<file path="src/rtl/pbus_pkg.sv">
package pbus_pkg;

   // Latched configuration; bit order matches gpio_in[4:0]
   typedef struct packed {
      logic hold;      // bit 4
      logic par_even;  // bit 3
      logic par_ign;   // bit 2
      logic rw_inv;    // bit 1
      logic ack_high;  // bit 0
   } strap_t;

   localparam int STRAP_W = $bits(strap_t);

   typedef enum logic [1:0] {
      XS_IDLE = 2'd0,
      XS_ACK  = 2'd1,
      XS_NEG  = 2'd2,
      XS_WAIT = 2'd3
   } xfer_st_e;

endpackage

</file>
<file path="src/rtl/pbus_strap_gpio.sv">
module pbus_strap_gpio
   import pbus_pkg::*;
#(
   parameter int GPIO_W = 8
) (
   input  logic              clk,
   input  logic              rst,
   input  logic [GPIO_W-1:0] pins_i,
   output strap_t            straps_o,
   output logic [GPIO_W-1:0] gpio_rd_o,
   output logic [GPIO_W-1:0] gpio_oe_o
);

   strap_t            straps_q;
   logic [GPIO_W-1:0] pins_q;

   // Capture continuously during reset; the last reset edge wins
   always_ff @(posedge clk) begin
      if (rst) straps_q <= strap_t'(pins_i[STRAP_W-1:0]);
      pins_q <= pins_i;
   end

   assign straps_o  = straps_q;
   assign gpio_rd_o = pins_q;
   assign gpio_oe_o = '0;

endmodule

</file>
<file path="src/rtl/pbus_sync.sv">
module pbus_sync #(
   parameter int             STAGES  = 2,
   parameter int             W       = 1,
   parameter logic [W-1:0]   RST_VAL = '0
) (
   input  logic         clk,
   input  logic         rst,
   input  logic [W-1:0] d_i,
   output logic [W-1:0] q_o
);

   logic [W-1:0] stg [STAGES];

   always_ff @(posedge clk) begin
      if (rst) begin
         for (int i = 0; i < STAGES; i++) stg[i] <= RST_VAL;
      end else begin
         stg[0] <= d_i;
         for (int i = 1; i < STAGES; i++) stg[i] <= stg[i-1];
      end
   end

   assign q_o = stg[STAGES-1];

endmodule

</file>
<file path="src/rtl/pbus_parity.sv">
module pbus_parity #(
   parameter int W = 32
) (
   input  logic [W-1:0] data_i,
   input  logic         even_i,
   output logic         par_o
);

   // Bit that makes the total ones count even (even_i=1) or odd (even_i=0)
   assign par_o = even_i ? (^data_i) : ~(^data_i);

endmodule

</file>
<file path="src/rtl/pbus_xfer_fsm.sv">
module pbus_xfer_fsm
   import pbus_pkg::*;
(
   input  logic clk,
   input  logic rst,
   input  logic hold_i,
   input  logic rw_inv_i,
   input  logic cs_act_i,
   input  logic rw_lvl_i,
   output logic start_o,
   output logic start_rd_o,
   output logic ack_act_o,
   output logic ack_drv_o,
   output logic rd_drv_o
);

   xfer_st_e st_q;
   logic     rd_q;

   assign start_o    = (st_q == XS_IDLE) && cs_act_i;
   assign start_rd_o = rw_lvl_i ^ rw_inv_i;

   always_ff @(posedge clk) begin
      if (rst) begin
         st_q <= XS_IDLE;
         rd_q <= 1'b0;
      end else begin
         unique case (st_q)
            XS_IDLE: if (cs_act_i) begin
               st_q <= XS_ACK;
               rd_q <= start_rd_o;
            end
            XS_ACK:  if (!hold_i)        st_q <= XS_NEG;
                     else if (!cs_act_i) st_q <= XS_IDLE;
            XS_NEG:  st_q <= XS_WAIT;
            XS_WAIT: if (!cs_act_i)      st_q <= XS_IDLE;
            default: st_q <= XS_IDLE;
         endcase
      end
   end

   assign ack_act_o = (st_q == XS_ACK);
   assign ack_drv_o = (st_q == XS_ACK) || (st_q == XS_NEG);
   assign rd_drv_o  = (st_q == XS_ACK) && rd_q;

endmodule

</file>
<file path="src/rtl/pbus_strap_slave.sv">
module pbus_strap_slave
   import pbus_pkg::*;
#(
   parameter int DATA_W      = 32,
   parameter int ADDR_W      = 4,
   parameter int GPIO_W      = 8,
   parameter int SYNC_STAGES = 2
) (
   input  logic              clk,
   input  logic              rst,
   input  logic [GPIO_W-1:0] gpio_in,
   output logic [GPIO_W-1:0] gpio_rd,
   output logic [GPIO_W-1:0] gpio_oe,
   input  logic              cs_n,
   input  logic              rw,
   input  logic [ADDR_W-1:0] addr,
   input  logic [DATA_W-1:0] wdata,
   input  logic              wpar,
   output logic [DATA_W-1:0] rdata,
   output logic              rpar,
   output logic              rd_oe,
   output logic              ack,
   output logic              ack_oe,
   output logic              par_err
);

   localparam int DEPTH = 1 << ADDR_W;

   if (GPIO_W < STRAP_W) begin : g_chk_gpio
      $error("GPIO_W must cover all strap bits");
   end
   if (SYNC_STAGES < 2) begin : g_chk_sync
      $error("SYNC_STAGES must be at least 2");
   end
   if (DATA_W < 1 || ADDR_W < 1) begin : g_chk_dims
      $error("DATA_W and ADDR_W must be positive");
   end

   strap_t            straps_q;
   logic [1:0]        bus_s;
   logic              cs_act_s;
   logic              start, start_rd, ack_act, ack_drv, rd_drv;
   logic              wpar_exp;
   logic              wpar_ok;
   logic [ADDR_W-1:0] addr_q;
   logic [DATA_W-1:0] mem [DEPTH];
   logic              err_q;

   pbus_strap_gpio #(.GPIO_W(GPIO_W)) strap_i (
      .clk(clk), .rst(rst), .pins_i(gpio_in),
      .straps_o(straps_q), .gpio_rd_o(gpio_rd), .gpio_oe_o(gpio_oe)
   );

   pbus_sync #(.STAGES(SYNC_STAGES), .W(2), .RST_VAL(2'b01)) sync_i (
      .clk(clk), .rst(rst), .d_i({rw, cs_n}), .q_o(bus_s)
   );
   assign cs_act_s = ~bus_s[0];

   pbus_xfer_fsm fsm_i (
      .clk(clk), .rst(rst),
      .hold_i(straps_q.hold), .rw_inv_i(straps_q.rw_inv),
      .cs_act_i(cs_act_s), .rw_lvl_i(bus_s[1]),
      .start_o(start), .start_rd_o(start_rd),
      .ack_act_o(ack_act), .ack_drv_o(ack_drv), .rd_drv_o(rd_drv)
   );

   pbus_parity #(.W(DATA_W)) wpar_i (
      .data_i(wdata), .even_i(straps_q.par_even), .par_o(wpar_exp)
   );
   pbus_parity #(.W(DATA_W)) rpar_i (
      .data_i(rdata), .even_i(straps_q.par_even), .par_o(rpar)
   );

   assign wpar_ok = straps_q.par_ign || (wpar == wpar_exp);

   always_ff @(posedge clk) begin
      if (rst) begin
         addr_q <= '0;
         err_q  <= 1'b0;
         for (int i = 0; i < DEPTH; i++) mem[i] <= '0;
      end else if (start) begin
         addr_q <= addr;
         if (!start_rd) begin
            if (wpar_ok) mem[addr] <= wdata;
            else         err_q     <= 1'b1;
         end
      end
   end

   assign rdata   = mem[addr_q];
   assign rd_oe   = rd_drv;
   assign ack     = ack_act ? straps_q.ack_high : ~straps_q.ack_high;
   assign ack_oe  = ack_drv;
   assign par_err = err_q;

endmodule

</file>
<file path="config.mk">
export PLATFORM = sky130hd
export DESIGN_NAME = pbus_strap_slave
export DESIGN_NICKNAME = d
export VERILOG_FILES = /design/src/rtl/pbus_pkg.sv /design/src/rtl/pbus_strap_gpio.sv /design/src/rtl/pbus_sync.sv /design/src/rtl/pbus_parity.sv /design/src/rtl/pbus_xfer_fsm.sv /design/src/rtl/pbus_strap_slave.sv
export SDC_FILE = /design/constraint.sdc
export NUM_CORES = 1
export LEC_CHECK = 0
export BUFFER_PORTS_ARGS = -buffer_cell sky130_fd_sc_hd__buf_4
export CELL_PAD_IN_SITES_DETAIL_PLACEMENT = 0
export CELL_PAD_IN_SITES_GLOBAL_PLACEMENT = 1
export CORE_MARGIN = 5
export CORE_UTILIZATION = 57
export CTS_CLUSTER_DIAMETER = 30
export DETAILED_ROUTE_END_ITERATION = 16
export GPL_TIMING_DRIVEN = 0
export PLACE_DENSITY = 0.92
export SLEW_MARGIN = 5
export SYNTH_ARGS = -nofsm -noshare
export SYNTH_HDL_FRONTEND = slang
export SYNTH_SLANG_ARGS = --single-unit
</file>
<file path="constraint.sdc">
create_clock -name clk -period 4.2 [get_ports clk]
set_clock_uncertainty 0.1 [all_clocks]
set_input_delay 0.21 -clock clk [delete_from_list [all_inputs] [get_ports clk]]
set_output_delay 0.21 -clock clk [all_outputs]
set_load 0.03 [all_outputs]
</file>
==> metrics.md <==
| Metric | Value |
|---|---|
| Status | `complete, but fails checks` |
| Failing checks | `setup timing` |
| Power Total | `about 15 mW` |
| CP max stage delay | `approximately 560 ps` |
| Fmax | `between 200 and 250 MHz` |
| Pleak | `11.0 nW` |
| Worst hold path type | `in -> reg` |
| Period utilisation layout | `1.03` |
| Die W | `217 um` |
| WHS Endpoint | `strap_i.gpio_rd_o[6]$_DFF_P_` |
| M2 GR Usage | `0.486` |
| I/O Buffers | `between 90 and 100` |
| Cell Pwr Density | `around 520 nW/um^2` |
| Clk slew on worst S/H paths | `50 ps` |
| Final setup fails | `1` |
| CP startpoint kind | `flip-flop` |
| Critical-path cell list | `buf_4 > buf_6 > mux4_2 > a22oi_1 > nand2_1 > xnor2_1 > xnor2_1 > xnor2_2 > xnor3_2 > xnor2_1 > buf_4` |
| Area growth from synthesis to layout | `21.5%` |
| Worst slew pin tran | `roughly 1000 ps` |
| Pre-CTS setup slack | `-238 ps` |
| FP Rows | `76` |
| Mapped cell area | `roughly 24,000 um^2` |
| Drt total wl | `between 70,000 and 80,000 um` |
| DRT Pass-1 Iters | `6` |
| Post-synthesis register bit count | `approximately 540` |
| Total GRT Usage | `0.303` |
| Slowest CP cell | `xnor3_2` |
| Yosys warning count | `0` |
| CTS tree | `built` |
| Initial core utilization | `0.572` |
| Antenna viol nets, final | `0` |
| Crit Reg-Reg Startpoint | `strap_i.straps_o[3]$_DFFE_PP_` |
| Register area share after synthesis | `0.654` |
| Worst-Skew Late Latency | `just over 600 ps` |
| Detailed-route via count | `15,000` |
| Critical Path Fanout Max | `10` |
| Post-route DRC | `0` |
| Met1 usage | `0.404` |
| Initial antenna violation count | `0` |
| Critical path's top delay family | `XOR/XNOR gates` |
| Final slew viol count | `0` |
| Worst Path Arrival | `4010 ps` |
| RePlAce Congestion | `roughly 0.85` |
| CP required | `3890 ps` |
| Crit path kind | `reg -> out` |
| Vias in the first global route | `roughly 15,000` |
| Core Util, Final | `0.695` |
| CTS Root Cell | `clkbuf_16` |
| Drt initial violations | `approximately 2,200` |
| H-tree depth | `3` |
| Maximum vdd drop | `360 uV` |
| Kind of end point of the critical path | `primary output` |
| Die Y | `217 um` |
| Most Used Layer, Global Route | `met2` |
| Syn Inst Count | `approximately 1,500` |
| CP Buf/Inv Count | `3` |
| Most used cell, CP | `xnor2_1` |
| Ant diodes | `0` |
| Count of cell types in the netlist | `29` |
| Grt met3 use | `0.0708` |
| Clk sinks | `between 500 and 600` |
| Die footprint | `47,200 um^2` |
| # Max-Cap Violations | `0` |
| FF-to-FF setup slack | `0 ps` |
| Final count of hold timing violations | `0` |
| Largest net degree at the start of global routing | `33` |
| Nets | `about 1,800` |
| Syn avg cell area | `16.0 um^2` |
| WP depth | `11` |
| IO Pins | `between 100 and 150` |
| Worst r2r dst | `mem[5][7]$_SDFFCE_PN0P_` |
| Minimum clock period | `4320 ps` |
| Relative slew margins | `0.327` |
| Dpl cells | `2,174` |
| TritonCTS Buffers | `between 90 and 100` |
| CORE AREA | `about 43,000 um^2` |
| WL/cell | `around 30 um` |
| Share of cells above drive strength 1 | `0.251` |
| First-pass GRT wire length | `between 100,000 and 150,000 um` |
| Hold Crit Start | `gpio_in[6]` |
| Worst r2r path cells | `8` |
| Final WS setup | `-123 ps` |
| Via-to-Cell Ratio | `approximately 6.3` |
| Worst hold path depth | `2` |
| Total gr overflow | `0` |
| Detail Placement HPWL | `around 41,000 um` |
| Clock buffer depth | `3` |
| RSZ-0062 raised after global routing | `true` |
| Layout Cells excl Fill | `between 2,000 and 2,500` |
## cell type report
cell class	count	area (um^2)
Timing Repair Buffer	140	1170
Inverter	4	15.0
Buffer	130	661
Sequential cell	541	16000
Multi-Input combinational cell	860	7970
Clock buffer	110	2490
Fill cell	2669	13000
Clock inverter	66	764
Tap cell	546	683
## layout by cell type (no fill, tap or decap), drive strengths merged, types with 7 or more instances in the layout
cell,instances
a22oi,32
and2,515
buf,124
bufinv,13
clkbuf,207
clkinv,28
clkinvlp,8
conb,8
dfxtp,24
dlygate4sd3,47
edfxtp,517
inv,21
mux4,144
nand2,20
nor2,21
nor2b,7
or2,19
xnor2,55
xor2,8
## Yosys cell counts
cell	number	share of area
mux2i_1	4	0.0016
xor2_1	8	0.0029
buf_1	4	0.00061
edfxtp_1	517	0.63
buf_4	18	0.0055
clkbuf_1	99	0.015
nand2_1	20	0.0031
a22oi_1	32	0.0098
o31ai_1	1	0.00031
o2111ai_1	4	0.0014
nor3_2	4	0.0016
buf_2	6	0.0012
a21oi_1	5	0.0010
ha_1	5	0.0026
o21ai_0	3	0.00061
nor3_1	1	0.00020
buf_6	4	0.0018
conb_1	1	0.00015
xnor3_1	2	0.0018
nor2b_1	7	0.0018
nand2b_1	2	0.00051
nor2_1	21	0.0032
inv_1	4	0.00061
or2_2	18	0.0046
and2_1	515	0.13
xnor2_1	54	0.019
dfxtp_1	24	0.020
mux4_2	144	0.13
xnor2_2	1	0.00066
## cells by family (layout without fill, tap and decap cells)
group | after synthesis | count (layout) | share of synthesized area
xor gates and xnor gates | 65 | 65 | 0.0247
DFF | 541 | 541 | 0.654
other | 1 | 8 | 0.000153
AOI/OAI and AO/OA | 45 | 45 | 0.0132
adders and majority gates | 5 | 5 | 0.00256
muxes | 148 | 148 | 0.134
and+or+nand+nor | 588 | 589 | 0.147
buffers and inverters | 135 | 450 | 0.0250
## report_power, final
| group | switching (mW) | total (mW) | internal, mW |
|---|---|---|---|
| registers | 0.0612 | 6.16 | 6.10 |
| clock network | 2.72 | 7.80 | 5.08 |
| logic | 0.875 | 1.45 | 0.572 |
## sequential cells by signal, indices dropped and copies added (netlist names), named ones only
register,flops
mem,512
strap_i.gpio_rd_o,8
strap_i.straps_o,5
addr_q,4
sync_i.stg,4
fsm_i.st_q,2
fsm_i.rd_q,1
par_err,1
## worst max path at each step
| stage | slack, ps | to | startpoint |
|---|---|---|---|
| 2_1_floorplan | 700 | rpar | flip-flop |
| 3_3_place_gp | -270 | rpar | flip-flop |
| 3_5_place_dp | -240 | rpar | flip-flop |
| 4_1_cts | -90 | rpar | flip-flop |
| 5_1_grt | -190 | rpar | flip-flop |
| 6_report | -120 | rpar | flip-flop |
## timing repair
item / CTS / global route
setup endpoints to repair: 481 / 44
pin swaps: 0 / 1
hold endpoints to repair: 220 / 0
setup buffers: 0 / 0
gates cloned: 0 / 1
gates resized for setup: 50 / 8
hold buffers: 47 / 0
## per-layer routing
layer | share of wire | up-vias
met3 | 0.12 | 158
met4 | 0.045 | 0
li1 | - | 6120
met5 | 0 | -
met2 | 0.48 | 1123
met1 | 0.35 | 7612
## stage by stage
stage          TNS (ps)  hold WS (ps)  instance area, um^2
3_3_place_gp      -9980           214                25900
4_1_cts           -94.8           125                29700
5_1_grt            -192           164                29700
3_5_place_dp     -21580           216                25900
2_1_floorplan         0           138                24500
6_report           -123           151                29700
Power figures use the tool's default switching activity.
